**config.mk**
```make
export PLATFORM = sky130hd
export DESIGN_NAME = bist_wrapper
export DESIGN_NICKNAME = d
export VERILOG_FILES = /design/src/rtl/bist_pkg.sv /design/src/rtl/bist_cut.sv /design/src/rtl/bist_ctrl.sv /design/src/rtl/bist_datapath.sv /design/src/rtl/bist_wrapper.sv
export SDC_FILE = /design/constraint.sdc
export NUM_CORES = 1
export LEC_CHECK = 0
export BUFFER_PORTS_ARGS = -buffer_cell sky130_fd_sc_hd__buf_2
export CAP_MARGIN = 20
export CELL_PAD_IN_SITES_DETAIL_PLACEMENT = 0
export CELL_PAD_IN_SITES_GLOBAL_PLACEMENT = 1
export CORE_ASPECT_RATIO = 0.9
export CORE_MARGIN = 5
export CORE_UTILIZATION = 43
export DETAILED_ROUTE_END_ITERATION = 7
export PLACE_DENSITY = 0.79
export RECOVER_POWER = 50
export SLEW_MARGIN = 20
export SYNTH_ARGS = -nofsm -noshare
export SYNTH_HDL_FRONTEND = slang
export SYNTH_HIERARCHICAL = 1
export SYNTH_SLANG_ARGS = --single-unit
```
**constraint.sdc**
```tcl
create_clock -name clk -period 4.6 [get_ports clk]
set_clock_uncertainty 0.05 [all_clocks]
set_input_delay 0.92 -clock clk [delete_from_list [all_inputs] [get_ports clk]]
set_output_delay 0.92 -clock clk [all_outputs]
set_load 0.01 [all_outputs]
```
**src/rtl/bist_pkg.sv**
```systemverilog
package bist_pkg;
  // Strobes from the sequencer to the datapath
  typedef struct packed {
    logic testMode;  // cone input taken from pattern register
    logic loadSeed;  // reload pattern register with its seed
    logic step;      // advance pattern register
    logic clrFail;   // clear the sticky mismatch flag
  } bist_strobe_t;
endpackage

```
**src/rtl/bist_cut.sv**
```systemverilog
module bist_cut #(
  parameter int W = 4
) (
  input  logic [W-1:0] x,
  output logic [W-1:0] y
);
  for (genvar i = 0; i < W; i++) begin : g_bit
    assign y[i] = x[i] ^ (x[(i+1)%W] & x[(i+2)%W]);
  end
endmodule

```
**src/rtl/bist_ctrl.sv**
```systemverilog
module bist_ctrl
  import bist_pkg::*;
#(
  parameter int PAT_W = 4
) (
  input  logic         clk,
  input  logic         rstN,
  input  logic         startReq,
  output bist_strobe_t strb,
  output logic         doneFlag
);
  localparam int RUN_LEN = (1 << PAT_W) - 1;
  localparam int CNT_W   = $clog2(RUN_LEN);
  localparam logic [CNT_W-1:0] LAST = CNT_W'(RUN_LEN - 1);

  typedef enum logic {S_IDLE, S_RUN} state_t;
  state_t           state;
  logic [CNT_W-1:0] cnt;
  logic             accept, lastPat;

  assign accept  = (state == S_IDLE) && startReq;
  assign lastPat = (state == S_RUN) && (cnt == LAST);

  always_ff @(posedge clk or negedge rstN) begin
    if (!rstN) begin
      state    <= S_IDLE;
      cnt      <= '0;
      doneFlag <= 1'b0;
    end else if (accept) begin
      state    <= S_RUN;
      cnt      <= '0;
      doneFlag <= 1'b0;
    end else if (state == S_RUN) begin
      if (lastPat) begin
        state    <= S_IDLE;
        doneFlag <= 1'b1;
      end else begin
        cnt <= cnt + 1'b1;
      end
    end
  end

  always_comb begin
    strb.testMode = (state == S_RUN);
    strb.step     = (state == S_RUN);
    strb.loadSeed = accept;
    strb.clrFail  = accept;
  end

  // a run, once started, keeps counting regardless of startReq
  a_r8_run_continues: assert property (@(posedge clk) disable iff (!rstN)
    (state == S_RUN && cnt != LAST) |=> (state == S_RUN && cnt == $past(cnt) + 1'b1));

  // the last pattern cycle is followed by idle with done set
  a_r5_done_after_last: assert property (@(posedge clk) disable iff (!rstN)
    lastPat |=> (state == S_IDLE && doneFlag));
endmodule

```
**src/rtl/bist_datapath.sv**
```systemverilog
module bist_datapath
  import bist_pkg::*;
#(
  parameter int             PAT_W      = 4,
  parameter logic [PAT_W-1:0] SEED     = 1,
  parameter int             TAP_HI     = PAT_W - 1,
  parameter int             TAP_LO     = PAT_W - 2,
  parameter logic [PAT_W-1:0] STUCK_MASK = '0,
  parameter logic [PAT_W-1:0] STUCK_VAL  = '0
) (
  input  logic             clk,
  input  logic             rstN,
  input  bist_strobe_t     strb,
  input  logic [PAT_W-1:0] dataIn,
  output logic [PAT_W-1:0] dataOut,
  output logic             failFlag
);
  logic [PAT_W-1:0] pattern, cutIn, cutRaw, cutOut, goldOut;
  logic             feedback, mismatch;

  assign feedback = pattern[TAP_HI] ^ pattern[TAP_LO];

  always_ff @(posedge clk or negedge rstN) begin
    if (!rstN)              pattern <= SEED;
    else if (strb.loadSeed) pattern <= SEED;
    else if (strb.step)     pattern <= {pattern[PAT_W-2:0], feedback};
  end

  assign cutIn = strb.testMode ? pattern : dataIn;

  bist_cut #(.W(PAT_W)) i_cone (.x(cutIn),   .y(cutRaw));
  bist_cut #(.W(PAT_W)) i_gold (.x(pattern), .y(goldOut));

  // Stuck-at defect overlay on the cone under test
  assign cutOut   = (cutRaw & ~STUCK_MASK) | (STUCK_VAL & STUCK_MASK);
  assign dataOut  = cutOut;
  assign mismatch = strb.testMode && (cutOut != goldOut);

  always_ff @(posedge clk or negedge rstN) begin
    if (!rstN)             failFlag <= 1'b0;
    else if (strb.clrFail) failFlag <= 1'b0;
    else if (mismatch)     failFlag <= 1'b1;
  end

  // the pattern register never reaches the lock-up state
  a_r4_pattern_nonzero: assert property (@(posedge clk) disable iff (!rstN)
    pattern != '0);

  // once set, failFlag holds until a new run is accepted
  a_r7_fail_sticky: assert property (@(posedge clk) disable iff (!rstN)
    (failFlag && !strb.clrFail) |=> failFlag);

  // failFlag only rises after a mismatching pattern cycle
  a_r9_fail_cause: assert property (@(posedge clk) disable iff (!rstN)
    $rose(failFlag) |-> $past(mismatch));
endmodule

```
**src/rtl/bist_wrapper.sv**
```systemverilog
module bist_wrapper
  import bist_pkg::*;
#(
  parameter int               PAT_W      = 4,
  parameter logic [PAT_W-1:0] SEED       = 1,
  parameter logic [PAT_W-1:0] STUCK_MASK = '0,
  parameter logic [PAT_W-1:0] STUCK_VAL  = '0
) (
  input  logic             clk,
  input  logic             rstN,
  input  logic             startReq,
  input  logic [PAT_W-1:0] dataIn,
  output logic [PAT_W-1:0] dataOut,
  output logic             doneFlag,
  output logic             failFlag
);
  bist_strobe_t strb;

  bist_ctrl #(.PAT_W(PAT_W)) i_ctrl (
    .clk(clk), .rstN(rstN), .startReq(startReq),
    .strb(strb), .doneFlag(doneFlag)
  );

  bist_datapath #(
    .PAT_W(PAT_W), .SEED(SEED), .TAP_HI(PAT_W - 1), .TAP_LO(PAT_W - 2),
    .STUCK_MASK(STUCK_MASK), .STUCK_VAL(STUCK_VAL)
  ) i_dp (
    .clk(clk), .rstN(rstN), .strb(strb),
    .dataIn(dataIn), .dataOut(dataOut), .failFlag(failFlag)
  );
endmodule

```
## Yosys cells after proc, flatten, opt, wreduce, memory -nomap -nowiden

Cells that the tools add are included.

| operators by class | value |
|---|---|
| reduce and logical (&&, ||, !) cells | 8 |
| equal/unequal tests | 3 |
| muxes and demuxes | 14 |
| bitwise gates (word level) | 18 |
| $add $sub $neg | 1 |

Operators by type and width:

| operator | count |
|---|---|
| $mux W4 | 6 |
| $xor A1 B1 Y1 | 9 |
| $and A1 B1 Y1 | 8 |
| $mux W1 | 8 |
| $reduce_bool A2 Y1 | 3 |
| $add A4 B1 Y4 const B | 1 |
| $eq A4 B4 Y1 const B | 1 |
| $ne A4 B4 Y1 | 1 |
| $reduce_and A2 Y1 | 2 |
| $logic_and A1 B1 Y1 | 3 |
| $ne A2 B1 Y1 const B | 1 |
| $not A1 Y1 | 1 |

| storage, ports and cells | value |
|---|---|
| logic and storage cells | 49 |
| output and inout port bits | 6 |
| register bits | 11 |

## Depth between registers and ports, before layout

| logic depth | value |
|---|---|
| depth after elaboration | 7 |
| gate-level depth with buffers | 7 |

## Modules after synthesis

The synthesis kept the hierarchy.

By module, submodules not included:

| module | area an instance (µm²) | instances | cells an instance |
|---|---|---|---|
| bist_ctrl | 330.3 | 1 | 32 |
| bist_datapath | 294.0 | 1 | 27 |
| bist_cut | 50.0 | 2 | 8 |

## Worst setup path after synthesis

No wires, ideal clock.

| path | value |
|---|---|
| path type | input -> output |
| start | input dataIn[2] |
| end | output dataOut[2] |
| buffers on the path | 0 |
| cell stages on the path | 2 |
| setup slack | 2.113 ns |
| data arrival time | 1.517 ns |
| required time | 3.630 ns |
| cells stage by stage | mux2_2 > xnor2_1 |

| between the ends | value |
|---|---|
| word-level cells in the longest chain between the ends | 2 |

RTL lines:

| element | RTL line | RTL |
|---|---|---|
| start, declared | bist_wrapper.sv:12 | `input logic [PAT_W-1:0] dataIn,` |
| $mux W4 | bist_datapath.sv:29 | `assign cutIn = strb.testMode ? pattern : dataIn;` |
| $xor A1 B1 Y1 | bist_cut.sv:8 | `assign y[i] = x[i] ^ (x[(i+1)%W] & x[(i+2)%W]);` |
| end, declared | bist_wrapper.sv:13 | `output logic [PAT_W-1:0] dataOut,` |

Every way passes these cells.

## Worst setup path after layout

| path | value |
|---|---|
| start | register i_ctrl.state |
| end | output dataOut[0] |

| between the ends | value |
|---|---|
| elaborated cells on any way between the ends | 3 |

RTL lines:

| element | RTL line | RTL |
|---|---|---|
| start, declared | bist_ctrl.sv:17 | `state_t state;` |
| start signal, assigned | bist_ctrl.sv:26 | `state <= S_IDLE;` |
| start signal, assigned | bist_ctrl.sv:30 | `state <= S_RUN;` |
| start signal, assigned | bist_ctrl.sv:35 | `state <= S_IDLE;` |
| $mux W4 | bist_datapath.sv:29 |  |
| net i_dp.cutIn[0] | bist_datapath.sv:18 | `logic [PAT_W-1:0] pattern, cutIn, cutRaw, cutOut, goldOut;` |
| $xor A1 B1 Y1 | bist_cut.sv:8 |  |

The timed path passes the listed nets, and every way through them passes these cells.

==> flow_metrics.tcl <==
set metrics [dict create \
    antenna_found_initial 0 \
    critPathRequiredTime_ns 3.63 \
    final_nets 96 \
    hp-class "reg -> reg" \
    end_kind "primary output" \
    worstSetupStartpointType "flip-flop" \
    fmax_mhz 356 \
    hold_depth 1 \
    fin_setup_tns_ns 0 \
    viasPerCell 4.75 \
    min_from "i_ctrl/doneFlag" \
    ctsResizeCount 0 \
    finalSetupViolations 0 \
    cp_slowest_stage_delay_ns 0.72 \
    grt_usage_pct 12.7 \
    dieArea_um2 2610 \
    worstPathCellList "mux2_2 > xnor2_1 > buf_2" \
    cts_setup_buffers 0 \
    rr_startpoint "i_ctrl/state" \
    power_density_nw_per_um2 901 \
    synth_cell_types 25 \
    fp.dieW_um 53.3 \
    overflow 0 \
    vdd_drop_max_uv 300 \
    area_delta_synth_final_pct 10.0 \
    synth_area_um2 724 \
    power.leakage_nw 0.388 \
    hold_viol_final 0 \
    cts.sinks 11 \
    reg2reg_slack_ns 2.47 \
    yosysMostFrequentCell "nand2_1" \
    h-tree-depth 1 \
    cts_buffer_depth 2 \
    cp.arrival_ns 1.84 \
    drv_slew 0 \
    critPathBufInv 1 \
    coreArea_um2 1630 \
    status "finished, final reports clean" \
    synth_cells 75 \
    antenna_left 0 \
    synthTopCellsByCount "11 x nand2_1, 10 x dfrtp_1, 9 x xnor2_1, 5 x nor2_1" \
    synth_edf_count 0 \
    ys.flop_type "dfrtp_1" \
    crit_path_max_fanout 17 \
    hold_end "i_ctrl/doneFlag" \
    wire_per_inst_um 12.8 \
    root_buffer "clkbuf_4" \
    avgSynthCellArea_um2 9.66 \
    drtIter0Drc 5 \
    drive_gt1_share_pct 24.4 \
    cts_tree "done" \
    die_y_um 48.9 \
    cts_buffers 3 \
    post-dp-hpwl_um 1010 \
    n_antenna_cell 0 \
    clk_pin_slew_ns 0.07 \
    clkLatencyLatePin_ns 0.27 \
    critPathKind "reg -> out" \
    drt-total-wl_um 1410 \
    vias 523 \
    drcViolationCount 0 \
    pin_count 13 \
    crit_path_top_delay_cell "dfrtp_1" \
    grt_max_degree 18 \
    yosysWarnings 6 \
    synth_seq_area_share_pct 38.2 \
    worst_pin_slew_ns 0.617 \
    syn_nets 84 \
    io_buffers 12 \
    routabilityCongestion 0.715 \
    fillers 160 \
    path_delay_family "flip-flops" \
    yosys-top-cells-area "dfrtp_1 35%, xnor2_1 11%, mux2_2 6.2%" \
    rsz0062_at_grt "no" \
    period_needed_ns 2.81 \
    period_share_pct 61.1 \
    synth_top_area_share_pct 34.5 \
    cts_hold_buffers 0 \
    grt_pass1_wl_um 2370 \
    synth_seq_cells 11 \
    finalPower_w 0.000718 \
    max-cap-violations 0 \
    async_reset_ff_share_pct 100 \
    max-slew-margin-rel_pct 58.9 \
    num_rows 14 \
    r2r_end "i_dp/failFlag" \
    grt_pass1_vias 495 \
    start_util_pct 44.5 \
    synth_top_cell_by_area "dfrtp_1" \
    first_pass_iters 4 \
    r2r_cells 6 \
]
-- area by class of cell --
type	count	area [µm²]	area share, %
Multi-Input combinational cell	56	394	49.5
Sequential cell	11	277	34.7
Timing Repair Buffer	12	58.8	7.38
Tap cell	24	30.0	3.77
Clock buffer	4	26.3	3.30
Inverter	3	11.3	1.41
-- cells by family after synthesis --
group / synth area share [%]
buf+inv: 6.39
mux: 11.7
flops: 38.2
simple gates: 15.7
compound gates: 8.81
xor+xnor: 15.7
fa+ha+maj: 3.45
-- state kept, by name (all words and copies together) (netlist names) --
signal	cells
i_ctrl/cnt	4
i_ctrl/doneFlag	1
i_ctrl/state	1
i_dp/failFlag	1
i_dp/pattern	4
-- cell usage in the layout (no fill, tap or decap), types with 2 or more instances in the layout --
cell      synthesis  final
nand2_1          11     11
buf_2             1     11
dfrtp_1          10     10
xnor2_1           9      9
nor2_1            5      5
mux2i_1           4      4
mux2_2            4      4
xor2_1            4      4
clkbuf_4          0      3
inv_1             3      3
clkbuf_1          0      2
a22o_1            2      2
a31oi_1           2      2
o21ai_0           2      2
ha_1              2      2
a21oi_1           2      2
-- stage by stage --
stage,instances,setup WS (ns),cell area (µm²),util (%),hold WS (ns)
detailed placement,106,1.90,779,47.8,0.459
global placement,106,1.91,779,47.8,0.447
finish,110,1.79,797,48.9,0.478
global route,110,1.64,797,48.9,0.489
CTS,110,1.75,806,49.5,0.464
floorplan,75,2.11,724,-,0.433
-- worst max-delay path by stage --
stage / cells after the start / slack (ns) / from / to
floorplan: 2 / 2.11 / dataIn[2] / dataOut[2]
global placement: 4 / 1.91 / dataIn[0] / dataOut[0]
detailed placement: 4 / 1.90 / dataIn[0] / dataOut[0]
CTS: 3 / 1.75 / i_ctrl/state / dataOut[0]
global route: 3 / 1.64 / i_ctrl/state / dataOut[1]
finish: 3 / 1.79 / i_ctrl/state / dataOut[0]
-- metal layers --
metal / share of wire (%) / routed length (µm) / vias to the layer above / global-route usage, %
li1: - / - / 272 / -
met1: 52 / 731 / 237 / 18.0
met2: 42 / 592 / 12 / 16.5
met3: 5.1 / 71 / 2 / 5.50
met4: 0.71 / 10 / 0 / 5.11
met5: 0 / 0 / - / 0
-- power breakdown --
part / internal, W / leakage (nW) / switching, W / total, W
registers: 0.000149 / 0.127 / 0.0000807 / 0.000230
clock network: 0.0000335 / 0.0150 / 0.0000330 / 0.0000665
logic: 0.000214 / 0.245 / 0.000208 / 0.000422
-- worst register-to-register path, cell delays in order (launching register included) --
cell	delay (ns)
dfrtp_1	0.72
mux2_2	0.44
nand2_1	0.09
xnor2_1	0.15
xor2_1	0.11
o41ai_1	0.34
a21oi_1	0.11
No activity file was read; power rests on OpenSTA's default activity.
